===== config.mk =====
export PLATFORM = sky130hd
export DESIGN_NAME = xbus_ctrl
export DESIGN_NICKNAME = d
export VERILOG_FILES = /design/src/rtl/xbus_pkg.sv /design/src/rtl/xbus_cfg_regs.sv /design/src/rtl/xbus_seq.sv /design/src/rtl/xbus_ctrl.sv
export SDC_FILE = /design/constraint.sdc
export NUM_CORES = 1
export LEC_CHECK = 0
export ABC_AREA = 1
export BUFFER_PORTS_ARGS = -buffer_cell sky130_fd_sc_hd__buf_2
export CORE_MARGIN = 3
export CORE_UTILIZATION = 50
export CTS_BUF_LIST = sky130_fd_sc_hd__clkbuf_2
export DETAILED_ROUTE_END_ITERATION = 10
export PLACE_DENSITY = 0.8
export SLEW_MARGIN = 0
export SYNTH_ARGS = -nofsm -noshare
export SYNTH_HDL_FRONTEND = slang
export SYNTH_SLANG_ARGS = --single-unit

===== constraint.sdc =====
create_clock -name clk_i -period 3.05 [get_ports clk_i]
set_clock_uncertainty 0.2 [all_clocks]
set_input_delay 0.305 -clock clk_i [delete_from_list [all_inputs] [get_ports clk_i]]
set_output_delay 0.305 -clock clk_i [all_outputs]
set_load 0.05 [all_outputs]

===== src/rtl/xbus_pkg.sv =====
package xbus_pkg;

  typedef enum logic [2:0] {
    ST_IDLE,
    ST_GAP,
    ST_T1,
    ST_TW,
    ST_T2
  } xst_e;

endpackage


===== src/rtl/xbus_cfg_regs.sv =====
module xbus_cfg_regs #(
  parameter int AREA_W = 2,
  parameter int WAIT_W = 2
) (
  input  logic                                   clk_i,
  input  logic                                   rst_ni,
  input  logic                                   cfg_we_i,
  input  logic [AREA_W-1:0]                      cfg_area_i,
  input  logic [WAIT_W-1:0]                      cfg_waits_i,
  input  logic                                   cfg_wide_i,
  input  logic                                   idle_we_i,
  input  logic                                   idle_en_i,
  output logic [(1<<AREA_W)-1:0][WAIT_W-1:0]     waits_o,
  output logic [(1<<AREA_W)-1:0]                 wide_o,
  output logic                                   idle_en_o
);

  localparam int AREAS = 1 << AREA_W;

  for (genvar k = 0; k < AREAS; k++) begin : g_area
    logic sel;
    assign sel = cfg_we_i && (cfg_area_i == AREA_W'(k));

    always_ff @(posedge clk_i or negedge rst_ni) begin
      if (!rst_ni) begin
        waits_o[k] <= '1;
        wide_o[k]  <= 1'b0;
      end else if (sel) begin
        waits_o[k] <= cfg_waits_i;
        wide_o[k]  <= cfg_wide_i;
      end
    end
  end

  always_ff @(posedge clk_i or negedge rst_ni) begin
    if (!rst_ni) begin
      idle_en_o <= 1'b0;
    end else if (idle_we_i) begin
      idle_en_o <= idle_en_i;
    end
  end

endmodule


===== src/rtl/xbus_seq.sv =====
module xbus_seq
  import xbus_pkg::*;
#(
  parameter int AREA_W = 2,
  parameter int WAIT_W = 2
) (
  input  logic              clk_i,
  input  logic              rst_ni,
  input  logic              req_i,
  input  logic              we_i,
  input  logic [AREA_W-1:0] area_i,
  input  logic              split_i,
  input  logic [WAIT_W-1:0] waits_i,
  input  logic              idle_en_i,
  input  logic              xwait_i,
  output xst_e              state_o,
  output logic              part_o,
  output logic              accept_o,
  output logic              done_o,
  output logic              we_o,
  output logic [AREA_W-1:0] area_o
);

  xst_e              state_q, state_n;
  logic [WAIT_W-1:0] cnt_q, cnt_n;
  logic [WAIT_W-1:0] wcfg_q;
  logic              split_q, we_q;
  logic [AREA_W-1:0] area_q;
  logic              part_q, part_n;
  logic              last_rd_q, last_rd_n;
  logic [AREA_W-1:0] last_area_q, last_area_n;
  logic              turn_need;

  assign turn_need = idle_en_i && last_rd_q && (we_i || (area_i != last_area_q));

  always_comb begin
    state_n     = state_q;
    cnt_n       = cnt_q;
    part_n      = part_q;
    last_rd_n   = last_rd_q;
    last_area_n = last_area_q;
    accept_o    = 1'b0;
    done_o      = 1'b0;
    unique case (state_q)
      ST_IDLE: begin
        if (req_i) begin
          accept_o = 1'b1;
          part_n   = 1'b0;
          state_n  = turn_need ? ST_GAP : ST_T1;
        end
      end
      ST_GAP:  state_n = ST_T1;
      ST_T1: begin
        cnt_n   = wcfg_q;
        state_n = (wcfg_q == '0) ? ST_T2 : ST_TW;
      end
      ST_TW: begin
        if (cnt_q == WAIT_W'(1)) begin
          if (!xwait_i) state_n = ST_T2;
        end else begin
          cnt_n = cnt_q - WAIT_W'(1);
        end
      end
      ST_T2: begin
        if (split_q && !part_q) begin
          part_n  = 1'b1;
          state_n = ST_T1;
        end else begin
          done_o      = 1'b1;
          state_n     = ST_IDLE;
          last_rd_n   = !we_q;
          last_area_n = area_q;
        end
      end
      default: state_n = ST_IDLE;
    endcase
  end

  always_ff @(posedge clk_i or negedge rst_ni) begin
    if (!rst_ni) begin
      state_q     <= ST_IDLE;
      cnt_q       <= '0;
      part_q      <= 1'b0;
      last_rd_q   <= 1'b0;
      last_area_q <= '0;
    end else begin
      state_q     <= state_n;
      cnt_q       <= cnt_n;
      part_q      <= part_n;
      last_rd_q   <= last_rd_n;
      last_area_q <= last_area_n;
    end
  end

  always_ff @(posedge clk_i or negedge rst_ni) begin
    if (!rst_ni) begin
      wcfg_q  <= '0;
      split_q <= 1'b0;
      we_q    <= 1'b0;
      area_q  <= '0;
    end else if (accept_o) begin
      wcfg_q  <= waits_i;
      split_q <= split_i;
      we_q    <= we_i;
      area_q  <= area_i;
    end
  end

  assign state_o = state_q;
  assign part_o  = part_q;
  assign we_o    = we_q;
  assign area_o  = area_q;

endmodule


===== src/rtl/xbus_ctrl.sv =====
module xbus_ctrl
  import xbus_pkg::*;
#(
  parameter int ADDR_W = 20,
  parameter int AREA_W = 2,
  parameter int WAIT_W = 2
) (
  input  logic                     clk_i,
  input  logic                     rst_ni,
  input  logic                     req_i,
  input  logic                     we_i,
  input  logic                     hw_i,
  input  logic [ADDR_W-1:0]        addr_i,
  input  logic [15:0]              wdata_i,
  output logic                     rdy_o,
  output logic [15:0]              rdata_o,
  input  logic                     cfg_we_i,
  input  logic [AREA_W-1:0]        cfg_area_i,
  input  logic [WAIT_W-1:0]        cfg_waits_i,
  input  logic                     cfg_wide_i,
  input  logic                     idle_we_i,
  input  logic                     idle_en_i,
  output logic [ADDR_W-1:0]        xa_o,
  output logic [15:0]              xd_o,
  output logic                     xd_oe_o,
  input  logic [15:0]              xd_i,
  output logic                     oe_n_o,
  output logic                     we_n_o,
  output logic [(1<<AREA_W)-1:0]   cs_n_o,
  input  logic                     xwait_i
);

  localparam int AREAS  = 1 << AREA_W;
  localparam int BYTE_W = 8;

  // reset: asserted asynchronously, released on a clock edge
  logic [1:0] rst_sync_q;
  logic       rst_n;

  always_ff @(posedge clk_i or negedge rst_ni) begin
    if (!rst_ni) rst_sync_q <= 2'b00;
    else         rst_sync_q <= {rst_sync_q[0], 1'b1};
  end
  assign rst_n = rst_sync_q[1];

  logic [AREAS-1:0][WAIT_W-1:0] waits;
  logic [AREAS-1:0]             wide;
  logic                         idle_en;

  xbus_cfg_regs #(.AREA_W(AREA_W), .WAIT_W(WAIT_W)) cfg_i (
    .clk_i      (clk_i),
    .rst_ni     (rst_n),
    .cfg_we_i   (cfg_we_i),
    .cfg_area_i (cfg_area_i),
    .cfg_waits_i(cfg_waits_i),
    .cfg_wide_i (cfg_wide_i),
    .idle_we_i  (idle_we_i),
    .idle_en_i  (idle_en_i),
    .waits_o    (waits),
    .wide_o     (wide),
    .idle_en_o  (idle_en)
  );

  logic [AREA_W-1:0] area_in;
  logic              split_in;
  xst_e              state;
  logic              part, accept, done, we_q;
  logic [AREA_W-1:0] area_q;

  assign area_in  = addr_i[ADDR_W-1 -: AREA_W];
  assign split_in = hw_i && !wide[area_in];

  xbus_seq #(.AREA_W(AREA_W), .WAIT_W(WAIT_W)) seq_i (
    .clk_i    (clk_i),
    .rst_ni   (rst_n),
    .req_i    (req_i),
    .we_i     (we_i),
    .area_i   (area_in),
    .split_i  (split_in),
    .waits_i  (waits[area_in]),
    .idle_en_i(idle_en),
    .xwait_i  (xwait_i),
    .state_o  (state),
    .part_o   (part),
    .accept_o (accept),
    .done_o   (done),
    .we_o     (we_q),
    .area_o   (area_q)
  );

  // request capture
  logic [ADDR_W-1:0] addr_q;
  logic [15:0]       wdata_q;
  logic              hw_q, wide_q;
  logic [BYTE_W-1:0] hi_q;
  logic              split_q, active, hi_ld;

  always_ff @(posedge clk_i or negedge rst_n) begin
    if (!rst_n) begin
      addr_q  <= '0;
      wdata_q <= '0;
      hw_q    <= 1'b0;
      wide_q  <= 1'b0;
    end else if (accept) begin
      addr_q  <= addr_i;
      wdata_q <= wdata_i;
      hw_q    <= hw_i;
      wide_q  <= wide[area_in];
    end
  end

  assign split_q = hw_q && !wide_q;
  assign active  = (state == ST_T1) || (state == ST_TW) || (state == ST_T2);
  assign hi_ld   = (state == ST_T2) && split_q && !part;

  always_ff @(posedge clk_i or negedge rst_n) begin
    if (!rst_n)     hi_q <= '0;
    else if (hi_ld) hi_q <= xd_i[BYTE_W-1:0];
  end

  // external side
  assign xa_o    = split_q ? {addr_q[ADDR_W-1:1], part} : addr_q;
  assign oe_n_o  = !(active && !we_q);
  assign we_n_o  = !(((state == ST_TW) || (state == ST_T2)) && we_q);
  assign xd_oe_o = active && we_q;

  always_comb begin
    if (hw_q && wide_q)  xd_o = wdata_q;
    else if (split_q && !part) xd_o = {{BYTE_W{1'b0}}, wdata_q[15:BYTE_W]};
    else                 xd_o = {{BYTE_W{1'b0}}, wdata_q[BYTE_W-1:0]};
  end

  for (genvar k = 0; k < AREAS; k++) begin : g_cs
    assign cs_n_o[k] = !(active && (area_q == AREA_W'(k)));
  end

  // internal side
  assign rdy_o = done;

  always_comb begin
    if (hw_q && wide_q) rdata_o = xd_i;
    else if (hw_q)      rdata_o = {hi_q, xd_i[BYTE_W-1:0]};
    else                rdata_o = {{BYTE_W{1'b0}}, xd_i[BYTE_W-1:0]};
  end

endmodule


## Word level (Yosys, flattened, before mapping)

Cells that the tools add are included.

- Register bits after elaboration: 76
- Input bits: 66
- Output and inout bits: 60
- Word-level logic and storage cells: 113

- $add $sub $neg: 1
- Order comparisons: 1
- Equal/unequal tests: 17
- Multiplexer cells: 25
- Bitwise logic cells: 1
- Reduce and logical (&&, ||, !) cells: 44

Operator list:

| operator | count |
|---|---|
| 16-bit 2-to-1 mux | 3 |
| 1-bit logical AND | 20 |
| 3-bit case mux with 5 select lines | 1 |
| 3-bit 2-to-1 mux | 4 |
| 1-bit zero test | 10 |
| 2-bit equality test (second input constant) | 4 |
| 1-bit 2-to-1 mux | 8 |
| 2-bit 2-to-1 mux | 4 |
| 8-bit 2-to-1 mux | 1 |
| 2-bit by 1-bit equality test with 1-bit output (second input constant) | 3 |
| 3-bit by 2-bit equality test with 1-bit output (second input constant) | 2 |
| 2-bit zero test | 3 |
| 2-bit inequality test (second input constant) | 3 |
| 3-bit AND reduction | 2 |
| 2-bit binary-select mux with 2-bit select | 1 |
| 1-bit logical OR | 4 |
| 2-bit by 1-bit inequality test with 1-bit output (second input constant) | 2 |
| 2-bit case mux with 2 select lines | 1 |
| 2-bit AND reduction | 2 |
| 2-bit nonzero test | 2 |
| 3-bit by 1-bit equality test with 1-bit output (second input constant) | 1 |
| 3-bit equality test (second input constant) | 1 |
| 3-bit zero test | 1 |
| 2-bit by 3-bit less-than comparator with 1-bit output (second input constant) | 1 |
| other kinds (5) | 5 |

## Depth between registers and ports, before layout

Gate-level depths: netlist of run 1.

- Depth after elaboration: 6
- Depth in mapped cells: 9
- Depth with buffers taken out: 9

## Modules after synthesis

From an unflattened synthesis of run 1, not the netlist that was laid out.

- Cells, all modules: 481
- Area, all modules: 3,852.4 µm²

By module, submodules not included:

| module | times used | cells an instance | area each (µm²) | sequential area each (µm²) |
|---|---|---|---|---|
| xbus_ctrl | 1 | 319 | 2,473.6 | 1,201.2 |
| xbus_seq | 1 | 99 | 757.0 | 375.4 |
| xbus_cfg_regs | 1 | 63 | 621.8 | 335.3 |

## Worst setup path before layout of run 1

Ideal clock, no wire load.

- Path kind: reg-to-output
- Start: register wide_q
- End: output xa_o[0]
- Data arrival time: 1,785 ps
- Data required time: 2,545 ps
- Setup slack: 760 ps
- Cell stages (with the launch flop): 5
- Path buffers: 1
- Cell sequence: dfrtp_1 -> buf_6 -> inv_2 -> nand2_2 -> o21ai_0

- Longest elaborated chain between the ends: 3

Ends and longest elaborated chain:

| item | RTL line | RTL |
|---|---|---|
| start, declared | xbus_ctrl.sv:94 | `logic hw_q, wide_q;` |
| start signal, assigned | xbus_ctrl.sv:108 | `wide_q <= wide[area_in];` |
| 1-bit zero test | xbus_ctrl.sv:112 | `assign split_q = hw_q && !wide_q;` |
| 1-bit logical AND | xbus_ctrl.sv:112 |  |
| 1-bit 2-to-1 mux | xbus_ctrl.sv:122 | `assign xa_o = split_q ? {addr_q[ADDR_W-1:1], part} : addr_q;` |
| end, declared | xbus_ctrl.sv:23 | `output logic [ADDR_W-1:0] xa_o,` |

Every way passes these cells.

## Final worst setup path of run 1

- Start: register wide_q
- End: output xd_o[5]

- Longest elaborated chain between the ends: 5
- Elaborated cells on any way between the ends: 6
- Those cells by class: 2 x mux; 4 x reduce/logical

Ends and longest elaborated chain:

| item | RTL line | RTL |
|---|---|---|
| 1-bit zero test | xbus_ctrl.sv:112 |  |
| 1-bit logical AND | xbus_ctrl.sv:112 |  |
| 1-bit logical AND | xbus_ctrl.sv:129 | `else if (split_q && !part) xd_o = {{BYTE_W{1'b0}}, wdata_q[15:BYTE_W]};` |
| 8-bit 2-to-1 mux | xbus_ctrl.sv:129 |  |
| 16-bit 2-to-1 mux (*) | xbus_ctrl.sv:128 | `if (hw_q && wide_q) xd_o = wdata_q;` |
| end, declared | xbus_ctrl.sv:24 | `output logic [15:0] xd_o,` |

Every way passes the cells marked *; elsewhere a longest branch is shown, timed or not.

==> flow_metrics.env, run 1 <==
export IMPL_fillers=583
export IMPL_finalCriticalPeriod_ns=2.72
export IMPL_ys_flop_type="dfrtp_1"
export IMPL_worst_setup_path_type="flip-flop to output pin"
export IMPL_first_global_vias=3313
export IMPL_r2r_start="seq_i.state_o[2]$_DFFE_PN0P_"
export IMPL_fin_crit_sh_pct=89.2
export IMPL_clk_insertion_delay_late_ns=0.48
export IMPL_cts_buffer_depth=2
export IMPL_power_density_nw_per_um2=1060
export IMPL_final_setup_tns_ns=0
export IMPL_finalHoldViolCount=0
export IMPL_die_area_um2=8330
export IMPL_antenna_found_initial=0
export IMPL_postCtsHoldBufs=64
export IMPL_fin_total_pwr_mw=5.16
export IMPL_cts_sinks=74
export IMPL_drt_first_iter_violations=175
export IMPL_cap_violations=0
export IMPL_cts_made_buffers=9
export IMPL_clk_pin_slew_ns=0.20
export IMPL_crit_path_max_fanout=25
export IMPL_dpl_hpwl_um=6320
export IMPL_ys_seq_area_share_pct=51.2
export IMPL_fin_nets=683
export IMPL_drt_pass1_iter_count=6
export IMPL_ys_warn_count=0
export IMPL_status="completed"
export IMPL_routed_wl_um=9490
export IMPL_rows=30
export IMPL_cts_tree="built"
export IMPL_synth_seq_cells=74
export IMPL_hold_path_class="flip-flop to async pin"
export IMPL_io_pins=126
export IMPL_drive_gt1_share_pct=26.7
export IMPL_startpoint="wide_q$_DFFE_PN0P_"
export IMPL_tightest_slew_ns=0.557
export IMPL_synth_edf_count=0
export IMPL_worstSetupStartpointType="flip-flop"
export IMPL_gp_congestion=0.813
export IMPL_fin_ws_ns=0.329
export IMPL_required_ns=2.54
export IMPL_ant_nets=0
export IMPL_leakagePower_nw=2.61
export IMPL_cp_arrival_ns=2.22
export IMPL_vias=3507
export IMPL_synth_cell_area_um2=3630
export IMPL_core_area_um2=6910
export IMPL_finalMaxSlewViolations=0
export IMPL_viasPerCell=4.89
export IMPL_max_vdd_ir_drop_uv=544
export IMPL_yosysTopAreaCellShare_pct=45.5
export IMPL_grt_max_degree=39
export IMPL_maxSlewHeadroom_pct=62.8
export IMPL_die_w_um=91.2
export IMPL_rsz0062_at_grt="no"
export IMPL_setup_viol=0
export IMPL_start_util_pct=52.6
export IMPL_gr_usage_all_layers_pct=23.0
export IMPL_synth_area_leader_cell="dfrtp_1"
export IMPL_dp_slack_ns=0.912
export IMPL_cts_root_buf="clkbuf_2"
export IMPL_crit_path_end_kind="output pin"
export IMPL_drc_errors=0
export IMPL_wl_per_cell_um=13.2
export IMPL_postSynthAreaPerCell_um2=8.04
export IMPL_syn_nets=519
export IMPL_io_buffers=125
export IMPL_synthArstFlopShare_pct=100
export IMPL_cts_max_level=3
export IMPL_cts_resized=0
export IMPL_post_cts_buffers=0
export IMPL_area_growth_pct=34.0
export IMPL_clock_fmax_mhz=367
export IMPL_ys_types=26
export IMPL_insertedDiodeCount=0
export IMPL_grt_pass1_wl_um=15600
export IMPL_grt_overflow_total=0
export IMPL_synthCells=452
export IMPL_synthTopCellsByArea="dfrtp_1 45%, nand2_1 18%, buf_4 6.0%"
export IMPL_die_h_um=91.2
[Yosys cell counts (2+ instances only)]
cell type  number
nor2_4          2
nand3_1        38
nand2_1       170
nor2_1         23
dfrtp_1        66
buf_6           5
o22ai_1         4
o21a_1          9
nor2_2          2
o21ai_0        37
buf_4          29
dfstp_2         8
inv_2           4
a22oi_1         2
inv_1          34
nand2_2         2
buf_2           5
a21oi_1         4
[flip-flops by register name (all words and copies together) (netlist names)]
register and cells:
seq_i.last_rd_q 1, seq_i.last_area_q 2, rst_sync_q 2, cfg_i.waits_o 8, hi_q 8, seq_i.split_q 1
seq_i.cnt_q 2, addr_q 20, seq_i.part_o 1, hw_q 1, cfg_i.wide_o 4, wdata_q 16
seq_i.wcfg_q 2, cfg_i.idle_en_o 1, wide_q 1, seq_i.state_o 3, seq_i.we_o 1
[final cells by class]
cell class                 count  area, µm²  area share [%]
clock inverter                 6       67.6            1.39
clock buffer                  10       50.0            1.03
tap                           96        120            2.47
timing repair buffer         194       1300            26.8
sequential                    74       1860            38.3
inverter                      38        143            2.93
multi-input combinational    299       1320            27.2
[cell families after synthesis]
kind of cell	share of synthesized area [%]
AO/OA/AOI/OAI	8.95
adder cells (fa/ha/maj)	0.344
buffers and inverters	12.4
multiplexers	0.310
AND/OR/NAND/NOR	26.7
flip-flops	51.2
other	0.103
[critical path, stage by stage (launching register included)]
cell and delay [ns]:
dfrtp_1 0.52, inv_2 0.19, nand2_2 0.10, nor2_4 0.45, nand2_1 0.13, o21a_1 0.14
buf_2 0.21
[power breakdown]
part	total (mW)	internal, mW	switching, mW	leakage (nW)
Clock	0.537	0.194	0.344	0.0681
Combinational	2.98	0.757	2.23	1.65
Sequential	1.64	1.39	0.248	0.891
Total	5.16	2.35	2.82	2.61
[through the flow]
stage	hold slack, ns	util, %	area [µm²]	instances
after floorplan	-0.191	-	3630	452
after global placement	-0.110	59.5	4110	637
after detailed placement	-0.105	59.5	4110	637
after CTS	0.0668	70.5	4870	717
after global routing	0.129	70.5	4870	717
final	0.106	70.5	4870	717
[routing by layer]
| layer | wire length, µm | GRT usage, % | vias to the layer above | part of all wire, % |
|---|---|---|---|---|
| met4 | 142 | 7.66 | 0 | 1.5 |
| met1 | 3880 | 28.5 | 1631 | 41 |
| li1 | - | - | 1732 | - |
| met2 | 4930 | 40.9 | 127 | 52 |
| met5 | 0 | 0 | - | 0 |
| met3 | 528 | 3.73 | 17 | 5.6 |
[layout by cell type (no fill, tap or decap)]
master         Yosys  routed
a211oi_1           1       1
a21oi_1            4       4
a22oi_1            2       2
buf_2              5     125
buf_4             29       5
bufinv_16          0       1
clkbuf_2           0      10
clkinv_2           0       1
clkinv_4           0       2
clkinvlp_4         0       2
conb_1             1       1
dfrtp_1           66      65
dfrtp_2            0       1
dfstp_2            8       8
dlygate4sd3_1      0      64
ha_1               1       1
inv_1             34      34
inv_2              4       4
mux2_2             1       1
nand2_1          170     170
nand2_2            2       2
nand3_1           38      38
nand3b_1           1       1
nor2_1            23      23
nor2_2             2       2
nor2_4             2       2
o21a_1             9       9
o21ai_0           37      37
o21ai_1            1       1
o22ai_1            4       4
[path summary, 6_finish.rpt]
check / end / slack [ns] / depth (start not counted)
max: xd_o[5] / 0.33 / 6
min: addr_q[4]$_DFFE_PN0P_ / 0.11 / 1
max reg2reg: seq_i.we_o$_DFFE_PN0P_ / 0.71 / 7
min reg2reg: addr_q[4]$_DFFE_PN0P_ / 0.11 / 1
max in group asynchronous: addr_q[1]$_DFFE_PN0P_ / 1.92 / 1
min in group clk_i: seq_i.state_o[2]$_DFFE_PN0P_ / 0.11 / 5
Power figures use the tool's default switching activity.
==> run 2: changes to the inputs <==
--- a/config.mk
+++ b/config.mk
@@ -12,6 +12,7 @@
 export CTS_BUF_LIST = sky130_fd_sc_hd__clkbuf_2
 export DETAILED_ROUTE_END_ITERATION = 10
 export PLACE_DENSITY = 0.8
+export REMOVE_ABC_BUFFERS = 1
 export SLEW_MARGIN = 0
 export SYNTH_ARGS = -nofsm -noshare
 export SYNTH_HDL_FRONTEND = slang
==> flow_metrics.env, run 2 (synthesis results as in run 1) <==
export IMPL_first_global_vias=3458
export IMPL_setup_viol=0
export IMPL_worstSetupStartpointType="flip-flop"
export IMPL_area_growth_pct=33.0
export IMPL_combinationalPowerShare_pct=57.6
export IMPL_largest_register_ffs=20
export IMPL_crit_path_max_fanout=25
export IMPL_fin_ws_ns=0.251
export IMPL_switching_power_mw=2.81
export IMPL_postCtsHoldBufs=61
export IMPL_biggestRegsByFlops="addr_q (20), wdata_q (16)"
export IMPL_antenna_found_initial=0
export IMPL_final_cell_mix="170 x nand2_1, 125 x buf_2, 65 x dfrtp_1"
export IMPL_dpl_hpwl_um=6340
export IMPL_maxSlewHeadroom_pct=56.6
export IMPL_multi_input_area_um2=1320
export IMPL_power_density_nw_per_um2=1060
export IMPL_cts_tree="built"
export IMPL_io_buffers=125
export IMPL_cts_max_level=3
export IMPL_placed_area_um2=4120
export IMPL_vias=3505
export IMPL_status="completed"
export IMPL_cts_root_buf="clkbuf_2"
export IMPL_final_setup_tns_ns=0
export IMPL_power_frac_clock_pct=10.1
export IMPL_die_area_um2=8330
export IMPL_fin_crit_sh_pct=91.8
export IMPL_cts_resized=0
export IMPL_power_frac_seq_pct=32.3
export IMPL_finalMaxSlewViolations=0
export IMPL_cts_sinks=74
export IMPL_crit_path_end_kind="output pin"
export IMPL_rows=30
export IMPL_required_ns=2.54
export IMPL_final_common_cell="nand2_1"
export IMPL_post_route_util_pct=69.9
export IMPL_fin_nets=679
export IMPL_hold_path_class="input port to flip-flop"
export IMPL_ff_latch_area_um2=1860
export IMPL_clk_insertion_delay_late_ns=0.51
export IMPL_insertedDiodeCount=0
export IMPL_finalHoldViolCount=0
export IMPL_clock_fmax_mhz=357
export IMPL_gp_congestion=0.821
export IMPL_drive_gt1_share_pct=26.6
export IMPL_cts_made_buffers=9
export IMPL_p_int_mw=2.33
export IMPL_drt_first_iter_violations=172
export IMPL_gr_usage_all_layers_pct=23.7
export IMPL_drc_errors=0
export IMPL_drt_pass1_iter_count=4
export IMPL_routed_wl_um=9490
export IMPL_viasPerCell=4.92
export IMPL_leakagePower_nw=2.61
export IMPL_finalCriticalPeriod_ns=2.80
export IMPL_clk_pin_slew_ns=0.20
export IMPL_post_cts_buffers=0
export IMPL_grt_max_degree=45
export IMPL_max_vdd_ir_drop_uv=737
export IMPL_io_pins=126
export IMPL_wl_per_cell_um=13.3
export IMPL_cts_buffer_depth=2
export IMPL_grt_pass1_wl_um=15800
export IMPL_grt_overflow_total=0
export IMPL_start_util_pct=52.6
export IMPL_tightest_slew_ns=0.650
export IMPL_worst_setup_path_type="flip-flop to output pin"
export IMPL_stdcell_area_um2=4830
export IMPL_core_area_um2=6910
export IMPL_rsz0062_at_grt="no"
export IMPL_swShare_pct=54.6
export IMPL_ant_nets=0
export IMPL_cp_arrival_ns=2.29
export IMPL_dp_slack_ns=0.821
export IMPL_fillers=572
export IMPL_cap_violations=0
export IMPL_die_h_um=91.2
export IMPL_top_register="addr_q"
export IMPL_die_w_um=91.2
## run 2: cell types whose count changed in the layout (fill, tap and decap cells not counted), moves of 2 or more
cell	change
dlygate4sd3_1	-3
buf_4	-2
clkinvlp_4	-2
clkinv_4	-2
clkbuf_2	+2
## run 2: power by group through the flow
stage | logic [mW] | clock network [mW] | registers (mW)
5_1_grt | 3.21 | 0.576 | 1.71
6_report | 2.96 | 0.520 | 1.66
4_1_cts | 2.95 | 0.534 | 1.65
3_3_place_gp | 2.82 | 0 | 1.65
3_5_place_dp | 2.89 | 0 | 1.67
2_1_floorplan | 1.74 | 0 | 2.06
## run 2: final cells by class
cell class | instances | area share (%)
clock inverters | 4 | 0.907
repair buffers | 190 | 26.5
well taps | 96 | 2.49
inverters | 38 | 2.95
clock buffers | 12 | 1.24
flip-flops and latches | 74 | 38.6
multi-input cells | 299 | 27.4
## run 2: per-stage QoR
stage	total power, mW	hold slack [ns]	instances
2_1_floorplan	3.81	-0.191	411
3_3_place_gp	4.47	-0.110	636
3_5_place_dp	4.56	-0.105	636
4_1_cts	5.14	0.0791	713
5_1_grt	5.50	0.115	713
6_report	5.14	0.108	713
## run 2: worst paths after layout
check / from / to / slack [ns] / cells after the start
worst max-delay path: wide_q$_DFFE_PN0P_ / xd_o[3] / 0.25 / 5
worst min register to register: rst_sync_q[1]$_DFF_PN0_ / hi_q[4]$_DFFE_PN0P_ / 0.12 / 0
max in group asynchronous: rst_sync_q[1]$_DFF_PN0_ / cfg_i.waits_o[3]$_DFFE_PN1P_ / 1.79 / 1
worst min-delay path: req_i / seq_i.state_o[0]$_DFFE_PN0P_ / 0.11 / 7
min in group asynchronous: rst_sync_q[1]$_DFF_PN0_ / hi_q[4]$_DFFE_PN0P_ / 0.12 / 0
worst max register to register: seq_i.state_o[2]$_DFFE_PN0P_ / wdata_q[5]$_DFFE_PN0P_ / 0.86 / 6
## run 2: critical path: stages, from the launching register on
cell	delay (ns)
dfrtp_1	0.54
inv_2	0.22
nand2_2	0.11
nor2_4	0.46
o21a_1	0.20
buf_2	0.27
## run 2: per-layer routing
metal | share of wire (%) | vias up | GRT usage [%] | routed length, µm
met5 | 0 | - | 0 | 0
met1 | 41 | 1644 | 27.6 | 3900
met2 | 52 | 122 | 43.1 | 4910
met4 | 2.3 | 0 | 9.55 | 214
li1 | - | 1721 | - | -
met3 | 4.9 | 18 | 3.89 | 469
==> run 3: changes to the inputs <==
--- a/config.mk
+++ b/config.mk
@@ -8,10 +8,10 @@
 export ABC_AREA = 1
 export BUFFER_PORTS_ARGS = -buffer_cell sky130_fd_sc_hd__buf_2
 export CORE_MARGIN = 3
-export CORE_UTILIZATION = 50
+export CORE_UTILIZATION = 40
 export CTS_BUF_LIST = sky130_fd_sc_hd__clkbuf_2
 export DETAILED_ROUTE_END_ITERATION = 10
-export PLACE_DENSITY = 0.8
+export PLACE_DENSITY = 0.66
 export REMOVE_ABC_BUFFERS = 1
 export SLEW_MARGIN = 0
 export SYNTH_ARGS = -nofsm -noshare
==> flow_metrics.env, run 3 (synthesis results as in run 1) <==
export IMPL_cts_resized=0
export IMPL_finalHoldViolCount=0
export IMPL_crit_path_max_fanout=25
export IMPL_fin_crit_sh_pct=88.9
export IMPL_tightest_slew_ns=0.765
export IMPL_area_growth_pct=32.4
export IMPL_power_density_nw_per_um2=1040
export IMPL_worst_setup_path_type="flip-flop to output pin"
export IMPL_drt_first_iter_violations=135
export IMPL_cts_tree="built"
export IMPL_die_w_um=101
export IMPL_start_util_pct=41.5
export IMPL_first_global_vias=3267
export IMPL_fin_total_pwr_mw=5.02
export IMPL_finalMaxSlewViolations=0
export IMPL_final_setup_tns_ns=0
export IMPL_finalCriticalPeriod_ns=2.71
export IMPL_hold_path_class="input port to flip-flop"
export IMPL_viasPerCell=4.72
export IMPL_gr_usage_all_layers_pct=18.8
export IMPL_r2r_cells=6
export IMPL_postCtsHoldBufs=60
export IMPL_setup_viol=0
export IMPL_biggestRegsByFlops="addr_q (20), wdata_q (16)"
export IMPL_vias=3424
export IMPL_io_pins=126
export IMPL_ant_nets=0
export IMPL_leakagePower_nw=2.58
export IMPL_core_area_um2=8760
export IMPL_cts_root_buf="clkbuf_2"
export IMPL_maxSlewHeadroom_pct=49.0
export IMPL_rsz0062_at_grt="no"
export IMPL_rows=34
export IMPL_final_common_cell="nand2_1"
export IMPL_dpl_hpwl_um=6350
export IMPL_largest_register_ffs=20
export IMPL_die_area_um2=10300
export IMPL_max_vdd_ir_drop_uv=638
export IMPL_clk_insertion_delay_late_ns=0.49
export IMPL_clock_fmax_mhz=369
export IMPL_crit_path_end_kind="output pin"
export IMPL_cp_arrival_ns=2.21
export IMPL_fillers=816
export IMPL_status="completed"
export IMPL_ff_latch_area_um2=1860
export IMPL_cap_violations=0
export IMPL_grt_max_degree=36
export IMPL_multi_input_area_um2=1320
export IMPL_post_cts_buffers=0
export IMPL_insertedDiodeCount=0
export IMPL_required_ns=2.54
export IMPL_routed_wl_um=9310
export IMPL_top_register="addr_q"
export IMPL_io_buffers=125
export IMPL_fin_nets=680
export IMPL_clk_pin_slew_ns=0.18
export IMPL_cts_made_buffers=9
export IMPL_gp_congestion=0.885
export IMPL_cts_max_level=3
export IMPL_cts_buffer_depth=2
export IMPL_drive_gt1_share_pct=26.4
export IMPL_grt_pass1_wl_um=15200
export IMPL_antenna_found_initial=0
export IMPL_die_h_um=101
export IMPL_grt_overflow_total=0
export IMPL_worstSetupStartpointType="flip-flop"
export IMPL_final_cell_mix="170 x nand2_1, 125 x buf_2, 65 x dfrtp_1"
export IMPL_wl_per_cell_um=12.8
export IMPL_drc_errors=0
export IMPL_drt_pass1_iter_count=4
export IMPL_worstHoldPathCells=5
export IMPL_cts_sinks=74
[run 3: changes by cell type in the layout (fill, tap and decap cells not counted), sizes merged]
cell / before / now
buf: 129 / 131
dlygate4sd3: 61 / 60
clkbuf: 12 / 11
clkinv: 3 / 4
clkinvlp: 0 / 1
bufinv: 1 / 0
[run 3: power by group]
group	internal (mW)	switching (mW)	leakage, nW
Combinational	0.745	2.19	1.64
Clock	0.104	0.324	0.0521
Sequential	1.40	0.263	0.891
Total	2.24	2.78	2.58
[run 3: final cells by class]
| class | count | share of cell area [%] |
|---|---|---|
| Sequential cell | 74 | 38.7 |
| Clock buffer | 11 | 1.14 |
| Clock inverter | 5 | 0.468 |
| Inverter | 38 | 2.96 |
| Multi-Input combinational cell | 299 | 27.5 |
| Timing Repair Buffer | 191 | 26.4 |
| Tap cell | 108 | 2.81 |
[run 3: path summary, 6_finish.rpt]
path	slack, ns	from	endpoint
max	0.34	wide_q$_DFFE_PN0P_	xd_o[3]
min	0.06	req_i	seq_i.we_o$_DFFE_PN0P_
max reg2reg	1.01	wide_q$_DFFE_PN0P_	hi_q[1]$_DFFE_PN0P_
min reg2reg	0.15	rst_sync_q[1]$_DFF_PN0_	addr_q[5]$_DFFE_PN0P_
max in group asynchronous	1.63	rst_sync_q[1]$_DFF_PN0_	cfg_i.waits_o[3]$_DFFE_PN1P_
min in group asynchronous	0.15	rst_sync_q[1]$_DFF_PN0_	addr_q[5]$_DFFE_PN0P_
[run 3: metrics by stage]
step	instance area [µm²]	std cells	worst slack (ns)	utilization (%)	hold slack (ns)
after CTS	4810	726	0.317	54.9	0.0228
after detailed placement	4130	650	0.910	47.2	-0.106
after global placement	4130	650	0.956	47.2	-0.109
after global routing	4810	726	0.135	54.9	0.0295
after floorplan	3330	411	0.651	-	-0.191
final	4810	726	0.339	54.9	0.0614
[run 3: critical path, stage by stage (launching register included)]
cell	delay [ns]
dfrtp_1	0.52
inv_2	0.18
nand2_2	0.10
nor2_4	0.46
nand2_1	0.12
o21a_1	0.14
buf_2	0.21
[run 3: layer usage]
layer  wire length (µm)  share of wire (%)  vias to the layer above  GRT usage [%]
li1                   -                  -                     1725              -
met1               4180                 45                     1561           25.3
met2               4370                 47                      125           29.9
met3                611                6.6                       13           3.24
met4                156                1.7                        0           7.87
met5                  0                  0                        -              0
